<file path="src/rtl/xirq_pkg.sv">
package xirq_pkg;

    localparam int SRC_NUM   = 5;
    localparam int VEC_NUM   = 3;
    localparam int IDX_A     = 0;
    localparam int IDX_B     = 1;
    localparam int IDX_BOTH  = 2;
    localparam int IDX_QRISE = 3;
    localparam int IDX_KEYS  = 4;

    typedef enum logic [2:0] {
        FS_INIT,
        FS_LOW,
        FS_RISE_WAIT,
        FS_HIGH,
        FS_FALL_WAIT
    } filt_state_e;

endpackage

</file>
<file path="src/rtl/xirq_sync.sv">
module xirq_sync #(
    parameter int WIDTH  = 1,
    parameter int STAGES = 2
) (
    input  logic             clk,
    input  logic             rst_n,
    input  logic [WIDTH-1:0] d_i,
    output logic [WIDTH-1:0] q_o
);
    logic [WIDTH-1:0] chain_q [STAGES];

    generate
        for (genvar s = 0; s < STAGES; s++) begin : g_stage
            if (s == 0) begin : g_first
                always_ff @(posedge clk or negedge rst_n) begin
                    if (!rst_n) chain_q[s] <= '0;
                    else        chain_q[s] <= d_i;
                end
            end else begin : g_next
                always_ff @(posedge clk or negedge rst_n) begin
                    if (!rst_n) chain_q[s] <= '0;
                    else        chain_q[s] <= chain_q[s-1];
                end
            end
        end
    endgenerate

    assign q_o = chain_q[STAGES-1];

endmodule

</file>
<file path="src/rtl/xirq_filter.sv">
module xirq_filter
    import xirq_pkg::*;
#(
    parameter int FILT_LEN    = 4,
    parameter int SYNC_STAGES = 2
) (
    input  logic clk,
    input  logic rst_n,
    input  logic lvl_i,
    output logic rise_o,
    output logic fall_o
);
    localparam int MAX_CNT = (FILT_LEN > SYNC_STAGES) ? FILT_LEN : SYNC_STAGES;
    localparam int CNT_W   = $clog2(MAX_CNT + 1);
    localparam logic [CNT_W-1:0] FILT_LAST = CNT_W'(FILT_LEN);
    localparam logic [CNT_W-1:0] INIT_LAST = CNT_W'(SYNC_STAGES);

    filt_state_e      state_q, state_d;
    logic [CNT_W-1:0] cnt_q, cnt_d;

    // state register
    always_ff @(posedge clk or negedge rst_n) begin
        if (!rst_n) begin
            state_q <= FS_INIT;
            cnt_q   <= '0;
        end else begin
            state_q <= state_d;
            cnt_q   <= cnt_d;
        end
    end

    // transitions
    always_comb begin
        state_d = state_q;
        cnt_d   = cnt_q;
        unique case (state_q)
            FS_INIT: begin
                if (cnt_q == INIT_LAST) begin
                    state_d = lvl_i ? FS_HIGH : FS_LOW;   // adopt
                    cnt_d   = '0;
                end else begin
                    cnt_d = cnt_q + 1'b1;
                end
            end
            FS_LOW: begin
                if (lvl_i) begin
                    state_d = FS_RISE_WAIT;               // start
                    cnt_d   = CNT_W'(1);
                end
            end
            FS_RISE_WAIT: begin
                if (!lvl_i) begin
                    state_d = FS_LOW;                     // abort
                    cnt_d   = '0;
                end else if (cnt_q == FILT_LAST) begin
                    state_d = FS_HIGH;                    // accept
                    cnt_d   = '0;
                end else begin
                    cnt_d = cnt_q + 1'b1;
                end
            end
            FS_HIGH: begin
                if (!lvl_i) begin
                    state_d = FS_FALL_WAIT;               // start
                    cnt_d   = CNT_W'(1);
                end
            end
            FS_FALL_WAIT: begin
                if (lvl_i) begin
                    state_d = FS_HIGH;                    // abort
                    cnt_d   = '0;
                end else if (cnt_q == FILT_LAST) begin
                    state_d = FS_LOW;                     // accept
                    cnt_d   = '0;
                end else begin
                    cnt_d = cnt_q + 1'b1;
                end
            end
            default: begin
                state_d = FS_INIT;
                cnt_d   = '0;
            end
        endcase
    end

    // outputs
    always_comb begin
        rise_o = 1'b0;
        fall_o = 1'b0;
        unique case (state_q)
            FS_RISE_WAIT: rise_o = lvl_i && (cnt_q == FILT_LAST);
            FS_FALL_WAIT: fall_o = !lvl_i && (cnt_q == FILT_LAST);
            default: ;
        endcase
    end

    // independent run-length tracker for the stability check
    logic             prev_q;
    logic [CNT_W-1:0] run_q;
    always_ff @(posedge clk or negedge rst_n) begin
        if (!rst_n) begin
            prev_q <= 1'b0;
            run_q  <= '0;
        end else begin
            prev_q <= lvl_i;
            if (lvl_i != prev_q)     run_q <= '0;
            else if (run_q != FILT_LAST) run_q <= run_q + 1'b1;
        end
    end

    a_r2_single_event: assert property (@(posedge clk) disable iff (!rst_n)
        $onehot0({rise_o, fall_o}));

    a_r2_rise_stable: assert property (@(posedge clk) disable iff (!rst_n)
        rise_o |-> (lvl_i && prev_q && (run_q >= FILT_LAST - 1'b1)));

    a_r2_fall_stable: assert property (@(posedge clk) disable iff (!rst_n)
        fall_o |-> (!lvl_i && !prev_q && (run_q >= FILT_LAST - 1'b1)));

endmodule

</file>
<file path="src/rtl/xirq_flags.sv">
module xirq_flags
    import xirq_pkg::*;
(
    input  logic               clk,
    input  logic               rst_n,
    input  logic [SRC_NUM-1:0] set_i,
    input  logic               clr_we_i,
    input  logic [SRC_NUM-1:0] clr_mask_i,
    input  logic [VEC_NUM-1:0] irq_en_i,
    output logic [SRC_NUM-1:0] pending_o,
    output logic               vec_req_o
);
    logic [SRC_NUM-1:0] pend_q, clr_bits;

    assign clr_bits = clr_we_i ? clr_mask_i : '0;

    always_ff @(posedge clk or negedge rst_n) begin
        if (!rst_n) pend_q <= '0;
        else        pend_q <= (pend_q & ~clr_bits) | set_i;
    end

    assign pending_o = pend_q;
    assign vec_req_o = |(pend_q[VEC_NUM-1:0] & irq_en_i);

    a_r8_set_wins: assert property (@(posedge clk) disable iff (!rst_n)
        (set_i != '0) |=> ((pending_o & $past(set_i)) == $past(set_i)));

    a_r8_clear_bits: assert property (@(posedge clk) disable iff (!rst_n)
        clr_we_i |=> ((pending_o & $past(clr_mask_i & ~set_i)) == '0));

    a_r10_hold: assert property (@(posedge clk) disable iff (!rst_n)
        (!clr_we_i && set_i == '0) |=> $stable(pending_o));

    a_r9_quasi_silent: assert property (@(posedge clk) disable iff (!rst_n)
        ((pending_o[VEC_NUM-1:0] & irq_en_i) == '0) |-> !vec_req_o);

endmodule

</file>
<file path="src/rtl/xirq_detect.sv">
module xirq_detect
    import xirq_pkg::*;
#(
    parameter int FILT_LEN    = 4,
    parameter int SYNC_STAGES = 2,
    parameter int KEY_NUM     = 8
) (
    input  logic               clk,
    input  logic               rst_n,
    input  logic               irq_a_pin,
    input  logic               irq_b_pin,
    input  logic               irq_both_pin,
    input  logic               quasi_rise_pin,
    input  logic [KEY_NUM-1:0] key_pins,
    input  logic [1:0]         edge_sel,
    input  logic [KEY_NUM-1:0] key_en,
    input  logic [VEC_NUM-1:0] irq_en,
    input  logic               clr_we,
    input  logic [SRC_NUM-1:0] clr_mask,
    output logic [SRC_NUM-1:0] pending,
    output logic               vec_req
);
    localparam int PIN_NUM  = 4 + KEY_NUM;
    localparam int KEY_BASE = 4;

    logic [PIN_NUM-1:0] raw_pins, sync_pins, rise_ev, fall_ev;
    logic [SRC_NUM-1:0] set_ev;

    assign raw_pins = {key_pins, quasi_rise_pin, irq_both_pin, irq_b_pin, irq_a_pin};

    xirq_sync #(.WIDTH(PIN_NUM), .STAGES(SYNC_STAGES)) u_sync (
        .clk   (clk),
        .rst_n (rst_n),
        .d_i   (raw_pins),
        .q_o   (sync_pins)
    );

    generate
        for (genvar p = 0; p < PIN_NUM; p++) begin : g_filt
            xirq_filter #(.FILT_LEN(FILT_LEN), .SYNC_STAGES(SYNC_STAGES)) u_filt (
                .clk    (clk),
                .rst_n  (rst_n),
                .lvl_i  (sync_pins[p]),
                .rise_o (rise_ev[p]),
                .fall_o (fall_ev[p])
            );
        end
    endgenerate

    // per-class edge rules
    always_comb begin
        set_ev            = '0;
        set_ev[IDX_A]     = edge_sel[0] ? rise_ev[0] : fall_ev[0];
        set_ev[IDX_B]     = edge_sel[1] ? rise_ev[1] : fall_ev[1];
        set_ev[IDX_BOTH]  = rise_ev[2] | fall_ev[2];
        set_ev[IDX_QRISE] = rise_ev[3];
        set_ev[IDX_KEYS]  = |(fall_ev[PIN_NUM-1:KEY_BASE] & key_en);
    end

    xirq_flags u_flags (
        .clk        (clk),
        .rst_n      (rst_n),
        .set_i      (set_ev),
        .clr_we_i   (clr_we),
        .clr_mask_i (clr_mask),
        .irq_en_i   (irq_en),
        .pending_o  (pending),
        .vec_req_o  (vec_req)
    );

    a_r6_quasi_no_fall: assert property (@(posedge clk) disable iff (!rst_n)
        fall_ev[3] |-> !set_ev[IDX_QRISE]);

    a_r7_masked_keys: assert property (@(posedge clk) disable iff (!rst_n)
        ((fall_ev[PIN_NUM-1:KEY_BASE] & key_en) == '0) |-> !set_ev[IDX_KEYS]);

endmodule

</file>
<file path="config.mk">
export PLATFORM = sky130hd
export DESIGN_NAME = xirq_detect
export DESIGN_NICKNAME = d
export VERILOG_FILES = /design/src/rtl/xirq_pkg.sv /design/src/rtl/xirq_sync.sv /design/src/rtl/xirq_filter.sv /design/src/rtl/xirq_flags.sv /design/src/rtl/xirq_detect.sv
export SDC_FILE = /design/constraint.sdc
export NUM_CORES = 1
export LEC_CHECK = 0
export CAP_MARGIN = 20
export CORE_MARGIN = 2
export CORE_UTILIZATION = 38
export CTS_BUF_LIST = sky130_fd_sc_hd__clkbuf_8
export DETAILED_ROUTE_END_ITERATION = 10
export DONT_BUFFER_PORTS = 1
export HOLD_SLACK_MARGIN = 0.05
export RECOVER_POWER = 25
export SYNTH_ARGS = -nofsm -noshare
export SYNTH_HDL_FRONTEND = slang
export SYNTH_SLANG_ARGS = --single-unit
export TNS_END_PERCENT = 20
</file>
<file path="constraint.sdc">
create_clock -name clk -period 3.2 [get_ports clk]
set_input_delay 0.32 -clock clk [delete_from_list [all_inputs] [get_ports clk]]
set_output_delay 0.32 -clock clk [all_outputs]
set_load 0.05 [all_outputs]
</file>
Word-level counts from Yosys, hierarchy flattened --
Index checks and enable logic that the tools add are counted.
Word-level totals: memory bits (writable) 0, flip-flop bits (word level) 101, word-level logic and storage cells 451, bits in latches 0, memories kept 0, memory bits (read-only) 0, output and inout bits 6
Cells by class: div/mod/pow operators 0, add/sub/neg operators 12, reduce and logical (&&, ||, !) cells 64, bitwise gates (word level) 6, multiplexer cells 210, $lt $le $gt $ge 0, multipliers 0, equal/unequal tests 132, shifts and indexed selects 0
Operator list (count):
- $mux 3 | 156
- $pmux 3 s5 | 24
- $eq 3x2->1 const B | 36
- $eq 3x3->1 const B | 24
- $ne 3x2->1 const B | 24
- $reduce_and 5->1 | 12
- $ne 2x2->1 const B | 24
- $add 3x1->3 const B | 12
- $eq 3x1->1 const B | 12
- $logic_not 3->1 | 12
- $mux 2 | 12
- $ne 2x1->1 const B | 12
- $reduce_and 2->1 | 12
- $mux 1 | 17
- $logic_and 1x1->1 | 15
- $logic_not 1->1 | 11
- $and 8x8->8 | 1
- $reduce_or 8->1 | 1
- $and 5x5->5 | 1
- $mux 5 | 1
- $not 5->5 | 1
- $or 5x5->5 | 1
- $and 3x3->3 | 1
- $reduce_or 3->1 | 1
- $or 1x1->1 | 1

Longest topological paths before layout --
Gate-level depths: netlist (run 1).
word-level depth 6, depth in mapped cells 6

Cells and area by module --
From an unflattened synthesis (run 1), not the netlist that was laid out.
Unflattened totals: cell total of the unflattened synthesis 565, area total of the unflattened synthesis 6263.5 sq um
Modules (own cells, without submodules):
- xirq_filter at g_filt[3].u_filt ... | area an instance 444.2 sq um, cells an instance 42, instances 7, sequential area each 150.1 sq um
- xirq_filter at g_filt[0].u_filt ... | area an instance 439.2 sq um, cells an instance 42, instances 5, sequential area each 150.1 sq um
- xirq_sync | area an instance 690.7 sq um, cells an instance 36, instances 1, sequential area each 600.6 sq um
- xirq_flags | area an instance 195.2 sq um, cells an instance 17, instances 1, sequential area each 125.1 sq um
- xirq_detect | area an instance 72.6 sq um, cells an instance 8, instances 1, sequential area each 0.0 sq um

Worst setup path before layout (run 1) --
OpenSTA, ideal clock, no wires.
kind reg2reg, from reg g_filt[10].u_filt.cnt_q[0], to reg g_filt[10].u_filt.cnt_q[2], cell stages (with the launch flop) 7, clock period less this slack 1.617 ns, data arrival time 1.493 ns, slack 1.583 ns, buffers on the path 0, cell sequence dfrtp_1 -> inv_1 -> ha_1 -> or4b_4 -> o211ai_2 -> nor4b_1 -> a211o_1
Between the ends: word-level cells in the longest chain between the ends 4, elaborated cells between the ends (all ways) 8
RTL lines:
- start: declaration | line xirq_filter.sv:19 | logic [CNT_W-1:0] cnt_q, cnt_d;
- start signal: assignment | line xirq_filter.sv:28 | cnt_q <= cnt_d;
- $add 3x1->3 / $eq 3x3->1 (equally long branches)
- $mux 3 | line xirq_filter.sv:55, xirq_filter.sv:72
- $mux 3 (on tied branches) | line xirq_filter.sv:69, xirq_filter.sv:52
- $pmux 3 s5 (*) | line xirq_filter.sv:36 | unique case (state_q)
Mark *: on every way between the ends. The rest lies on a longest branch, timed or not. A chain may end at the register's enable or synchronous reset.

Worst setup path after layout (run 1) --
from reg u_flags.pend_q[0], in the netlist u_flags.pending_o[0], to out vec_req
Between the ends: word-level cells in the longest chain between the ends 2
RTL lines:
- start: declaration | line xirq_flags.sv:13 | logic [SRC_NUM-1:0] pend_q, clr_bits;
- start signal: assignment | line xirq_flags.sv:19 | else pend_q <= (pend_q & ~clr_bits) | set_i;
- $and 3x3->3 | line xirq_flags.sv:23 | assign vec_req_o = |(pend_q[VEC_NUM-1:0] & irq_en_i);
- $reduce_or 3->1 | line xirq_flags.sv:23
- end: declaration | line xirq_detect.sv:21 | output logic vec_req
Every way passes these cells.

==> impl_metrics.prom, run 1 <==
# TYPE chip_impl_metric gauge
chip_impl_info{name="status",value="completed"} 1
chip_impl_metric{name="detailedPlacementHpwl",unit="mm"} 7.09
chip_impl_metric{name="worst_hold_path.num_cells",unit=""} 3
chip_impl_metric{name="dr.first_iter.drc_count",unit=""} 200
chip_impl_metric{name="synthCells",unit=""} 558
chip_impl_metric{name="num-nets-final",unit=""} 624
chip_impl_info{name="tritoncts",value="yes"} 1
chip_impl_metric{name="cp_data_arrival_time",unit="ns"} 1.62
chip_impl_metric{name="core-area",unit="µm²"} 14400
chip_impl_metric{name="largest_net_degree_at_the_start_of_global_routing",unit=""} 102
chip_impl_metric{name="area_growth_from_synthesis_to_layout",unit="%"} 8.37
chip_impl_metric{name="fmax",unit="GHz"} 0.515
chip_impl_metric{name="dpl_worst_slack",unit="ns"} 1.50
chip_impl_metric{name="finish.cell_count_without_fillers",unit=""} 745
chip_impl_info{name="critical-path-slowest-cell",value="sky130_fd_sc_hd__dfrtp_1"} 1
chip_impl_metric{name="grt_antenna_before_repair",unit=""} 1
chip_impl_metric{name="final.fill_count",unit=""} 1360
chip_impl_metric{name="finalMaxSlewViolations",unit=""} 0
chip_impl_metric{name="synth_sequential_area_ratio",unit=""} 0.456
chip_impl_metric{name="io-pin-count",unit=""} 39
chip_impl_metric{name="grt_met2_use",unit=""} 0.227
chip_impl_metric{name="syn_nets",unit=""} 627
chip_impl_metric{name="vdd_ir_drop_max",unit="µV"} 422
chip_impl_info{name="grt_setup_unrepaired",value="no"} 1
chip_impl_info{name="setup.worst_path.end_class",value="output pin"} 1
chip_impl_metric{name="port-buffer-count",unit=""} 0
chip_impl_metric{name="clkTransAtPathRegs",unit="ns"} 0.10
chip_impl_metric{name="cts_htree_levels",unit=""} 3
chip_impl_metric{name="dieHeight",unit="µm"} 125
chip_impl_info{name="master_cell_of_the_clock_root_buffer",value="sky130_fd_sc_hd__clkbuf_8"} 1
chip_impl_metric{name="synth-edff-count",unit=""} 0
chip_impl_metric{name="max_stage_delay",unit="ns"} 0.59
chip_impl_metric{name="critPathRequiredTime",unit="ns"} 2.88
chip_impl_metric{name="gpl.final_weighted_congestion",unit=""} 0.849
chip_impl_metric{name="via_count",unit=""} 4023
chip_impl_info{name="top_usage_layer",value="met2"} 1
chip_impl_info{name="hold_path_class",value="input pin to flop"} 1
chip_impl_metric{name="core_rows",unit=""} 44
chip_impl_metric{name="max_slew_margin_vs_limit",unit=""} 0.582
chip_impl_metric{name="wirelength",unit="mm"} 10.4
chip_impl_metric{name="numPlacedInstances",unit=""} 714
chip_impl_metric{name="ys_async_sr_fraction",unit=""} 1.00
chip_impl_metric{name="clockBufferDepth",unit=""} 2
chip_impl_metric{name="power_per_cell_area",unit="nW/µm²"} 846
chip_impl_metric{name="max_slew.worst_pin.slew",unit="ns"} 0.617
chip_impl_metric{name="globalRoute.totalOverflow",unit=""} 0
chip_impl_metric{name="grt_pass1_vias",unit=""} 3895
chip_impl_metric{name="fin_crit",unit="ns"} 1.94
chip_impl_metric{name="drt-wirelength-per-cell",unit="µm"} 13.9
chip_impl_metric{name="gr-usage-met1",unit=""} 0.178
chip_impl_metric{name="clkSinkCount",unit=""} 101
chip_impl_metric{name="die_area",unit="µm²"} 15600
chip_impl_metric{name="detail_route.first_pass.iterations",unit=""} 5
chip_impl_metric{name="global_route.usage.total",unit=""} 0.139
chip_impl_metric{name="timing.final.ws_setup",unit="ns"} 1.26
chip_impl_metric{name="setup_viol",unit=""} 0
chip_impl_metric{name="post_route_cells_drive_above_1_share",unit=""} 0.0554
chip_impl_metric{name="die_w",unit="µm"} 125
chip_impl_metric{name="unique_masters_post_synth",unit=""} 76
chip_impl_info{name="crit_path_start_kind",value="flop"} 1
chip_impl_metric{name="grt_first_pass_wirelength",unit="mm"} 18.0
chip_impl_metric{name="cts_inserted_buffers",unit=""} 9
chip_impl_metric{name="hold_viol",unit=""} 0
chip_impl_info{name="most_instantiated_flip_flop_cell_in_the_synthesis_netlist",value="sky130_fd_sc_hd__dfrtp_1"} 1
chip_impl_metric{name="totalNegativeSetupSlack",unit="ns"} 0
chip_impl_metric{name="seq_area",unit="µm²"} 2530
chip_impl_metric{name="area_of_the_multi_input_gates",unit="µm²"} 2760
chip_impl_metric{name="yosys_warnings",unit=""} 0
chip_impl_metric{name="synth.ff_latch_count",unit=""} 101
chip_impl_metric{name="global_route_met3_usage",unit=""} 0.0408
chip_impl_metric{name="antenna_violating_nets_post_route",unit=""} 0
chip_impl_metric{name="via_per_instance_ratio",unit=""} 5.40
chip_impl_metric{name="r2r_cells",unit=""} 6
chip_impl_info{name="path_cells",value="a222oi_1 -> inv_1"} 1
chip_impl_metric{name="clock_latency",unit="ns"} 0.38
chip_impl_info{name="setup.worst_path.class",value="flop to output pin"} 1
chip_impl_metric{name="drt_drc_violations_left",unit=""} 0
chip_impl_metric{name="start_util",unit=""} 0.386
chip_impl_metric{name="largest_fanout_on_the_critical_path",unit=""} 3
chip_impl_metric{name="synth.avg_cell_area",unit="µm²"} 9.94
chip_impl_metric{name="final.setup_skew",unit="ns"} 0.0108
chip_impl_metric{name="syn-cell-area",unit="µm²"} 5550
chip_impl_metric{name="timing.final.crit_share",unit=""} 0.607
chip_impl_metric{name="power.static_leakage",unit="nW"} 2.70
chip_impl_metric{name="timing.max_cap.violations",unit=""} 0
registers in the layout, summed over array words and instances (netlist names):
register,count
g_filt.u_filt.cnt_q,36
g_filt.u_filt.state_q,36
u_flags.pending_o,5
u_sync.chain_q,12
u_sync.q_o,12
cell usage in the layout (no fill, tap or decap), types with 7 or more instances in the layout:
master                          count
sky130_fd_sc_hd__dlygate4sd3_1     13
sky130_fd_sc_hd__nand3_1            8
sky130_fd_sc_hd__o21ai_0           33
sky130_fd_sc_hd__nand3b_1           7
sky130_fd_sc_hd__a22o_1             9
sky130_fd_sc_hd__dfrtp_1          101
sky130_fd_sc_hd__nor3b_1            7
sky130_fd_sc_hd__nor2_1            34
sky130_fd_sc_hd__a21oi_1           31
sky130_fd_sc_hd__ha_1              36
sky130_fd_sc_hd__nand2b_1          17
sky130_fd_sc_hd__nor2b_1           19
sky130_fd_sc_hd__clkbuf_8          10
sky130_fd_sc_hd__xor2_1            11
sky130_fd_sc_hd__a32oi_1            7
sky130_fd_sc_hd__nand2_1           40
sky130_fd_sc_hd__mux2i_1            8
sky130_fd_sc_hd__inv_1             37
sky130_fd_sc_hd__o31ai_1           11
area by class of cell:
cell class                      count  share of cell area
Antenna cell                        1            0.000416
Clock buffer                       10              0.0229
Clock inverter                      6              0.0102
Inverter                           37              0.0231
Multi-Input combinational cell    392               0.458
Sequential cell                   101               0.420
Tap cell                          184              0.0383
Timing Repair Buffer               14              0.0262
report_power, final:
group / switching [mW] / internal [mW] / total, mW
clock network: 0.459 / 0.382 / 0.841
registers: 0.637 / 1.67 / 2.30
logic: 0.989 / 0.952 / 1.94
synth_stat cells (5+ instances only):
library cell                 n  share of area
sky130_fd_sc_hd__mux2i_1     8          0.014
sky130_fd_sc_hd__nand3_1     8         0.0072
sky130_fd_sc_hd__o211ai_1    5         0.0068
sky130_fd_sc_hd__a21o_1      6         0.0081
sky130_fd_sc_hd__nand3b_1    7         0.0095
sky130_fd_sc_hd__nor2b_1    19          0.021
sky130_fd_sc_hd__inv_1      37          0.025
sky130_fd_sc_hd__a22o_1      9          0.014
sky130_fd_sc_hd__nor2_1     34          0.023
sky130_fd_sc_hd__nand2b_1   17          0.019
sky130_fd_sc_hd__xor2_1     11          0.017
sky130_fd_sc_hd__clkbuf_1   18          0.012
sky130_fd_sc_hd__ha_1       36          0.081
sky130_fd_sc_hd__buf_2       7         0.0063
sky130_fd_sc_hd__nor3_1      5         0.0045
sky130_fd_sc_hd__nor3b_1     7         0.0095
sky130_fd_sc_hd__dfrtp_1   101           0.46
sky130_fd_sc_hd__a21oi_1    31          0.028
sky130_fd_sc_hd__and2_1      6         0.0068
sky130_fd_sc_hd__nand2_1    40          0.027
sky130_fd_sc_hd__nand4_1     5         0.0056
sky130_fd_sc_hd__a32oi_1     7          0.011
sky130_fd_sc_hd__o21ai_0    33          0.030
sky130_fd_sc_hd__o31ai_1    11          0.015
sky130_fd_sc_hd__nor4b_1     6         0.0095
through the flow:
step	hold slack [ns]	util	area [µm²]	power [mW]
3_5_place_dp	0.0274	0.393	5650	4.22
6_report	0.122	0.418	6010	5.09
2_1_floorplan	0.0244	-	5550	3.83
4_1_cts	0.0958	0.418	6010	5.14
3_3_place_gp	0.0272	0.393	5650	4.12
5_1_grt	0.107	0.418	6010	5.56
critical path, delay by kind of cell (launching register included):
family | cells | cell delay [ns]
buf+inv | 1 | 0.28
compound gates | 1 | 0.38
flops | 1 | 0.59
cells by family (layout without fill, tap and decap cells):
| kind of cell | after synthesis | count (layout) | synth area share |
|---|---|---|---|
| flops | 101 | 101 | 0.456 |
| mux | 11 | 11 | 0.0205 |
| simple gates | 178 | 178 | 0.180 |
| fa+ha+maj | 36 | 36 | 0.0812 |
| buf+inv | 65 | 67 | 0.0476 |
| compound gates | 153 | 153 | 0.193 |
| xor+xnor | 14 | 14 | 0.0221 |
| other cells | 0 | 1 | 0 |
path summary, 6_finish.rpt:
path	endpoint	slack, ns	startpoint
max	vec_req	1.26	u_flags.pending_o[0]
min	u_flags.pending_o[0]	0.12	clr_we
max reg2reg	g_filt[7].u_filt.cnt_q[2]	1.49	g_filt[7].u_filt.cnt_q[0]
min reg2reg	u_sync.q_o[7]	0.36	u_sync.chain_q[19]
max in group asynchronous	u_sync.chain_q[14]	2.28	rst_n
min in group asynchronous	g_filt[0].u_filt.state_q[2]	0.52	rst_n
per-layer routing:
metal / vias up / share of wire
li1: 1991 / -
met1: 1959 / 0.48
met2: 64 / 0.47
met3: 9 / 0.040
met4: 0 / 0.014
met5: - / 0
timing repair:
item,CTS,global route
setup buffers,0,0
gates resized for setup,0,0
setup endpoints to repair,0,0
hold buffers,14,0
endpoints found under the hold margin,113,0
No activity file was read; power rests on OpenSTA's default activity.
==> run 2, diff against run 1 <==
clock period = 2 ns   (was 3.2 ns; I/O delays follow)
==> impl_metrics.prom, run 2 (synthesis results as in run 1) <==
# TYPE chip_impl_metric gauge
chip_impl_metric{name="die_w",unit="µm"} 125
chip_impl_metric{name="clkTransAtPathRegs",unit="ns"} 0.10
chip_impl_metric{name="timing.reg2reg.setup_slack",unit="ns"} 0.22
chip_impl_metric{name="final.setup_skew",unit="ns"} 0.0128
chip_impl_metric{name="hold_viol",unit=""} 101
chip_impl_metric{name="wirelength",unit="mm"} 10.3
chip_impl_metric{name="cp_data_arrival_time",unit="ns"} 1.64
chip_impl_metric{name="post_route_cells_drive_above_1_share",unit=""} 0.0530
chip_impl_metric{name="vdd_ir_drop_max",unit="µV"} 600
chip_impl_metric{name="cts_htree_levels",unit=""} 3
chip_impl_metric{name="numPlacedInstances",unit=""} 714
chip_impl_metric{name="grt_first_pass_wirelength",unit="mm"} 18.1
chip_impl_metric{name="num-nets-final",unit=""} 630
chip_impl_metric{name="grt_antenna_before_repair",unit=""} 1
chip_impl_info{name="path_cells",value="a222oi_1 -> inv_1"} 1
chip_impl_metric{name="setup_viol",unit=""} 0
chip_impl_metric{name="via_per_instance_ratio",unit=""} 5.42
chip_impl_metric{name="global_route.usage.total",unit=""} 0.140
chip_impl_metric{name="largest_net_degree_at_the_start_of_global_routing",unit=""} 102
chip_impl_metric{name="detail_route.first_pass.iterations",unit=""} 4
chip_impl_metric{name="dr.first_iter.drc_count",unit=""} 218
chip_impl_metric{name="critPathRequiredTime",unit="ns"} 1.80
chip_impl_metric{name="clkSinkCount",unit=""} 101
chip_impl_metric{name="totalNegativeSetupSlack",unit="ns"} 0
chip_impl_info{name="worstReg2RegEnd",value="g_filt[7].u_filt.cnt_q[2]"} 1
chip_impl_info{name="critical-path-slowest-cell",value="sky130_fd_sc_hd__dfrtp_1"} 1
chip_impl_metric{name="cts_inserted_buffers",unit=""} 9
chip_impl_metric{name="timing.final.crit_share",unit=""} 0.919
chip_impl_metric{name="crit_cells",unit=""} 2
chip_impl_metric{name="max_stage_delay",unit="ns"} 0.58
chip_impl_metric{name="power.static_leakage",unit="nW"} 2.73
chip_impl_metric{name="power_per_cell_area",unit="nW/µm²"} 1350
chip_impl_metric{name="core_rows",unit=""} 44
chip_impl_metric{name="max_slew.worst_pin.slew",unit="ns"} 0.616
chip_impl_metric{name="placedInstanceArea",unit="µm²"} 5650
chip_impl_metric{name="fin_crit",unit="ns"} 1.84
chip_impl_metric{name="grt_pass1_vias",unit=""} 3948
chip_impl_metric{name="area_growth_from_synthesis_to_layout",unit="%"} 9.79
chip_impl_metric{name="clock_latency",unit="ns"} 0.39
chip_impl_info{name="setup.worst_path.class",value="flop to output pin"} 1
chip_impl_info{name="crit_path_start",value="u_flags.pending_o[0]"} 1
chip_impl_metric{name="drt-wirelength-per-cell",unit="µm"} 13.8
chip_impl_info{name="setup.worst_path.end_class",value="output pin"} 1
chip_impl_info{name="master_cell_of_the_clock_root_buffer",value="sky130_fd_sc_hd__clkbuf_8"} 1
chip_impl_info{name="r2r_start",value="g_filt[7].u_filt.cnt_q[0]"} 1
chip_impl_metric{name="post_cts_buffers",unit=""} 0
chip_impl_metric{name="r2r_cells",unit=""} 6
chip_impl_info{name="grt_setup_unrepaired",value="no"} 1
chip_impl_info{name="mostFrequentLayoutCells",value="sky130_fd_sc_hd__dfrtp_1, sky130_fd_sc_hd__nand2_1, sky130_fd_sc_hd__inv_1"} 1
chip_impl_info{name="most_common_library_cell_in_the_layout_ignoring_fill_and_taps",value="sky130_fd_sc_hd__dfrtp_1"} 1
chip_impl_metric{name="timing.max_cap.violations",unit=""} 0
chip_impl_metric{name="port-buffer-count",unit=""} 0
chip_impl_metric{name="globalRoute.totalOverflow",unit=""} 0
chip_impl_metric{name="gpl.final_weighted_congestion",unit=""} 0.863
chip_impl_metric{name="detailedPlacementHpwl",unit="mm"} 7.20
chip_impl_metric{name="start_util",unit=""} 0.386
chip_impl_metric{name="fin_hold_ws",unit="ns"} -0.500
chip_impl_metric{name="largest_fanout_on_the_critical_path",unit=""} 3
chip_impl_info{name="status",value="finished, violations left"} 1
chip_impl_metric{name="clockBufferDepth",unit=""} 2
chip_impl_metric{name="die_area",unit="µm²"} 15600
chip_impl_info{name="failed_checks",value="hold timing"} 1
chip_impl_info{name="top_regs",value="g_filt.u_filt.cnt_q: 36 flops, g_filt.u_filt.state_q: 36 flops"} 1
chip_impl_info{name="crit_path_end",value="vec_req"} 1
chip_impl_metric{name="holdBufCountCts",unit=""} 20
chip_impl_info{name="tritoncts",value="yes"} 1
chip_impl_metric{name="area_of_the_multi_input_gates",unit="µm²"} 2760
chip_impl_metric{name="worst-path-buf-inv",unit=""} 1
chip_impl_info{name="crit_path_start_kind",value="flop"} 1
chip_impl_metric{name="final.fill_count",unit=""} 1337
chip_impl_metric{name="dpl_worst_slack",unit="ns"} 0.126
chip_impl_metric{name="dieHeight",unit="µm"} 125
chip_impl_metric{name="antenna_violating_nets_post_route",unit=""} 0
chip_impl_metric{name="post-route-cell-area",unit="µm²"} 6090
chip_impl_metric{name="seq_area",unit="µm²"} 2530
chip_impl_metric{name="via_count",unit=""} 4069
chip_impl_metric{name="fmax",unit="GHz"} 0.544
chip_impl_metric{name="max_slew_margin_vs_limit",unit=""} 0.584
chip_impl_metric{name="core-area",unit="µm²"} 14400
chip_impl_metric{name="io-pin-count",unit=""} 39
chip_impl_metric{name="drt_drc_violations_left",unit=""} 0
chip_impl_info{name="hold_path_class",value="input pin to async pin"} 1
chip_impl_info{name="critPathTopFamily",value="flip-flops"} 1
chip_impl_metric{name="finalMaxSlewViolations",unit=""} 0
chip_impl_metric{name="finish.cell_count_without_fillers",unit=""} 751
chip_impl_metric{name="timing.final.ws_setup",unit="ns"} 0.162
## run 2: changes by cell type in the layout (fill, tap and decap cells not counted)
cell | before | now
sky130_fd_sc_hd__inv_8 | 0 | 1
sky130_fd_sc_hd__clkinvlp_4 | 1 | 2
sky130_fd_sc_hd__clkinv_2 | 3 | 0
sky130_fd_sc_hd__dlymetal6s4s_1 | 0 | 1
sky130_fd_sc_hd__inv_6 | 1 | 0
sky130_fd_sc_hd__clkinv_4 | 0 | 1
sky130_fd_sc_hd__dlygate4sd3_1 | 13 | 19
sky130_fd_sc_hd__buf_16 | 1 | 0
sky130_fd_sc_hd__bufinv_16 | 1 | 2
## run 2: metal layers
metal / vias up / global-route usage / share of wire
met4: 0 / 0.0556 / 0.015
met1: 1994 / 0.171 / 0.47
met2: 57 / 0.231 / 0.48
met5: - / 0 / 0
met3: 10 / 0.0451 / 0.041
li1: 2008 / - / -
## run 2: worst register-to-register path: cells and delay by family, from the launching register on
family                   cells  cell delay [ns]
flip-flops                   1             0.39
adder cells (fa/ha/maj)      1             0.24
AND/OR/NAND/NOR              1             0.19
buffers and inverters        1             0.07
AO/OA/AOI/OAI                3             0.77
## run 2: where the power goes
| group | switching, mW | leakage [nW] | internal, mW | total, mW |
|---|---|---|---|---|
| Clock | 0.738 | 0.111 | 0.749 | 1.49 |
| Combinational | 1.54 | 1.35 | 1.53 | 3.07 |
| Sequential | 1.01 | 1.27 | 2.67 | 3.68 |
## run 2: how the worst min path moves through the flow
| stage | start | slack, ns | end |
|---|---|---|---|
| floorplan | rst_n | -0.1 | g_filt[0].u_filt.cnt_q[0] |
| global placement | rst_n | -0.09 | g_filt[0].u_filt.state_q[2] |
| detailed placement | rst_n | -0.09 | g_filt[0].u_filt.state_q[2] |
| CTS | rst_n | -0.54 | g_filt[1].u_filt.state_q[2] |
| global route | rst_n | -0.54 | u_sync.q_o[1] |
| finish | rst_n | -0.50 | u_sync.q_o[1] |
## run 2: through the flow
step / power (mW) / hold WS (ns) / util
floorplan: 6.12 / -0.0956 / -
global placement: 6.59 / -0.0923 / 0.393
detailed placement: 6.76 / -0.0916 / 0.393
CTS: 8.34 / -0.537 / 0.423
global route: 8.99 / -0.542 / 0.424
finish: 8.23 / -0.500 / 0.424
## run 2: final cells by class
cell class	count	area share
clock inverters	6	0.0156
well taps	184	0.0378
clock buffers	10	0.0226
inverters	37	0.0228
diodes	1	0.000411
flip-flops and latches	101	0.415
repair buffers	20	0.0333
multi-input cells	392	0.452
## run 2: timing repair
action,in CTS,in global routing
endpoints found under the setup margin,0,1
gates resized for setup,0,1
hold endpoints to repair,118,101
==> run 3, diff against run 2 <==
--- a/config.mk
+++ b/config.mk
@@ -17,2 +17,3 @@
 export SYNTH_HDL_FRONTEND = slang
+export SYNTH_HIERARCHICAL = 1
 export SYNTH_SLANG_ARGS = --single-unit
==> constraint.sdc (replaced) <==
create_clock -name clk -period 2 [get_ports clk]
set_input_delay 0.3 -clock clk [delete_from_list [all_inputs] [get_ports clk]]
set_output_delay 0.3 -clock clk [all_outputs]
set_load 0.05 [all_outputs]
==> impl_metrics.prom, run 3 <==
# TYPE chip_impl_metric gauge
chip_impl_info{name="status",value="finished, violations left"} 1
chip_impl_info{name="failed_checks",value="hold timing"} 1
chip_impl_metric{name="grt_first_pass_wirelength",unit="mm"} 18.4
chip_impl_metric{name="die_area",unit="µm²"} 17100
chip_impl_metric{name="dpl_worst_slack",unit="ns"} 0.278
chip_impl_info{name="most_common_library_cell_in_the_layout_ignoring_fill_and_taps",value="sky130_fd_sc_hd__dfrtp_1"} 1
chip_impl_metric{name="timing.reg2reg.setup_slack",unit="ns"} 0.27
chip_impl_metric{name="start_util",unit=""} 0.387
chip_impl_metric{name="wirelength",unit="mm"} 10.8
chip_impl_metric{name="synthCells",unit=""} 547
chip_impl_metric{name="antenna_violating_nets_post_route",unit=""} 0
chip_impl_metric{name="holdBufCountCts",unit=""} 12
chip_impl_metric{name="core_rows",unit=""} 46
chip_impl_metric{name="globalRoute.totalOverflow",unit=""} 0
chip_impl_metric{name="clockPowerShare",unit=""} 0.148
chip_impl_metric{name="cp_data_arrival_time",unit="ns"} 1.52
chip_impl_metric{name="setup_viol",unit=""} 0
chip_impl_metric{name="global_route.usage.total",unit=""} 0.136
chip_impl_metric{name="syn-cell-area",unit="µm²"} 6120
chip_impl_metric{name="fin_hold_ws",unit="ns"} -0.391
chip_impl_metric{name="clkSinkCount",unit=""} 101
chip_impl_metric{name="power.share.switching",unit=""} 0.421
chip_impl_metric{name="switchingPower",unit="mW"} 3.57
chip_impl_info{name="mostFrequentLayoutCells",value="sky130_fd_sc_hd__dfrtp_1, sky130_fd_sc_hd__nand2_1, sky130_fd_sc_hd__o21ai_0"} 1
chip_impl_metric{name="hold_viol",unit=""} 101
chip_impl_metric{name="io-pin-count",unit=""} 39
chip_impl_metric{name="finish.utilization",unit=""} 0.404
chip_impl_info{name="setup.worst_path.end_class",value="output pin"} 1
chip_impl_metric{name="grt_antenna_before_repair",unit=""} 0
chip_impl_metric{name="timing.max_cap.violations",unit=""} 0
chip_impl_metric{name="clockBufferDepth",unit=""} 2
chip_impl_metric{name="synth.avg_cell_area",unit="µm²"} 11.2
chip_impl_metric{name="timing.final.crit_share",unit=""} 0.912
chip_impl_metric{name="cts_inserted_buffers",unit=""} 9
chip_impl_info{name="setup.worst_path.class",value="flop to output pin"} 1
chip_impl_metric{name="largest_net_degree_at_the_start_of_global_routing",unit=""} 102
chip_impl_metric{name="dr.first_iter.drc_count",unit=""} 160
chip_impl_metric{name="timing.final.ws_setup",unit="ns"} 0.177
chip_impl_metric{name="dieHeight",unit="µm"} 131
chip_impl_metric{name="die_w",unit="µm"} 131
chip_impl_metric{name="power_frac_comb",unit=""} 0.417
chip_impl_metric{name="largest_fanout_on_the_critical_path",unit=""} 3
chip_impl_metric{name="syn_nets",unit=""} 616
chip_impl_metric{name="cts_htree_levels",unit=""} 3
chip_impl_metric{name="grt_pass1_vias",unit=""} 3930
chip_impl_metric{name="yosys_warnings",unit=""} 6
chip_impl_metric{name="core-area",unit="µm²"} 15800
chip_impl_metric{name="diodes",unit=""} 0
chip_impl_metric{name="port-buffer-count",unit=""} 0
chip_impl_info{name="tritoncts",value="yes"} 1
chip_impl_metric{name="power.static_leakage",unit="nW"} 2.59
chip_impl_metric{name="final.setup_skew",unit="ns"} 0.0110
chip_impl_metric{name="num-nets-final",unit=""} 611
chip_impl_metric{name="clkTransAtPathRegs",unit="ns"} 0.09
chip_impl_metric{name="max_slew.worst_pin.slew",unit="ns"} 0.517
chip_impl_metric{name="critPathRequiredTime",unit="ns"} 1.70
chip_impl_metric{name="max_slew_margin_vs_limit",unit=""} 0.656
chip_impl_metric{name="final.fill_count",unit=""} 1513
chip_impl_metric{name="drt_drc_violations_left",unit=""} 0
chip_impl_metric{name="clock_latency",unit="ns"} 0.38
chip_impl_metric{name="power_per_cell_area",unit="nW/µm²"} 1330
chip_impl_metric{name="internal_power",unit="mW"} 4.92
chip_impl_metric{name="seq_power_share",unit=""} 0.434
chip_impl_metric{name="via_per_instance_ratio",unit=""} 5.20
chip_impl_metric{name="fmax",unit="GHz"} 0.548
chip_impl_metric{name="gpl.final_weighted_congestion",unit=""} 0.799
chip_impl_metric{name="area_growth_from_synthesis_to_layout",unit="%"} 4.44
chip_impl_metric{name="post_route_cells_drive_above_1_share",unit=""} 0.163
chip_impl_metric{name="post_cts_buffers",unit=""} 0
chip_impl_metric{name="detail_route.first_pass.iterations",unit=""} 4
chip_impl_metric{name="via_count",unit=""} 3954
chip_impl_info{name="master_cell_of_the_clock_root_buffer",value="sky130_fd_sc_hd__clkbuf_8"} 1
chip_impl_metric{name="totalNegativeSetupSlack",unit="ns"} 0
chip_impl_info{name="hold_path_class",value="input pin to async pin"} 1
chip_impl_metric{name="drt-wirelength-per-cell",unit="µm"} 14.1
chip_impl_metric{name="detailedPlacementHpwl",unit="mm"} 7.74
chip_impl_metric{name="vdd_ir_drop_max",unit="µV"} 589
chip_impl_info{name="top_regs",value="g_filt.u_filt/cnt_q: 36 flops, g_filt.u_filt/state_q: 36 flops"} 1
chip_impl_metric{name="fin_crit",unit="ns"} 1.82
chip_impl_info{name="grt_setup_unrepaired",value="no"} 1
chip_impl_info{name="crit_path_start_kind",value="flop"} 1
chip_impl_metric{name="finalMaxSlewViolations",unit=""} 0
[run 3: cell type report]
class | count | area [µm²] | share of cell area
Clock buffer | 10 | 138 | 0.0215
Inverter | 37 | 139 | 0.0217
Sequential cell | 101 | 2530 | 0.396
Tap cell | 216 | 270 | 0.0423
Clock inverter | 4 | 42.5 | 0.00666
Multi-Input combinational cell | 373 | 3090 | 0.484
Timing Repair Buffer | 20 | 180 | 0.0282
[run 3: power groups by stage]
stage,clock [mW],combinational (mW),sequential [mW]
2_1_floorplan,0,3.47,3.31
3_3_place_gp,0,3.44,3.67
3_5_place_dp,0,3.55,3.72
4_1_cts,1.34,3.58,3.69
5_1_grt,1.41,3.98,3.84
6_report,1.26,3.54,3.69
[run 3: stage by stage]
step	hold WS [ns]	total power, mW	instance area (µm²)	std cells
3_5_place_dp	0.00685	7.27	6090	735
6_report	-0.391	8.49	6390	761
2_1_floorplan	0.00441	6.78	6120	547
4_1_cts	-0.424	8.61	6390	761
3_3_place_gp	0.00671	7.11	6090	735
5_1_grt	-0.435	9.23	6390	761
[run 3: path summary, 6_finish.rpt]
| kind | start | to | cells after the start |
|---|---|---|---|
| setup reg to reg | g_filt[0].u_filt/state_q[2] | g_filt[0].u_filt/cnt_q[2] | 4 |
| hold reg to reg | u_sync/chain_q[21] | u_sync/q_o[9] | 0 |
| setup / recovery | u_flags/pending_o[2] | vec_req | 2 |
| min in group clk | clr_we | u_flags/pending_o[3] | 2 |
| max in group asynchronous | rst_n | u_flags/pending_o[1] | 0 |
| hold / removal | rst_n | g_filt[8].u_filt/cnt_q[1] | 0 |
[run 3: worst max-delay path, stage by stage (launching register included)]
cell and delay [ns]:
sky130_fd_sc_hd__dfrtp_1 0.66, sky130_fd_sc_hd__a222oi_1 0.13, sky130_fd_sc_hd__inv_1 0.36
[run 3: what timing repair did]
item	in CTS	in global routing
endpoints found under the hold margin	113	101
gates resized for setup	0	1
endpoints found under the setup margin	0	1
[run 3: metal layers]
metal,wire (µm),up-vias,GRT usage
li1,-,1941,-
met1,5040,1936,0.173
met2,5140,66,0.226
met3,446,11,0.0436
met4,127,0,0.0344
met5,0,-,0
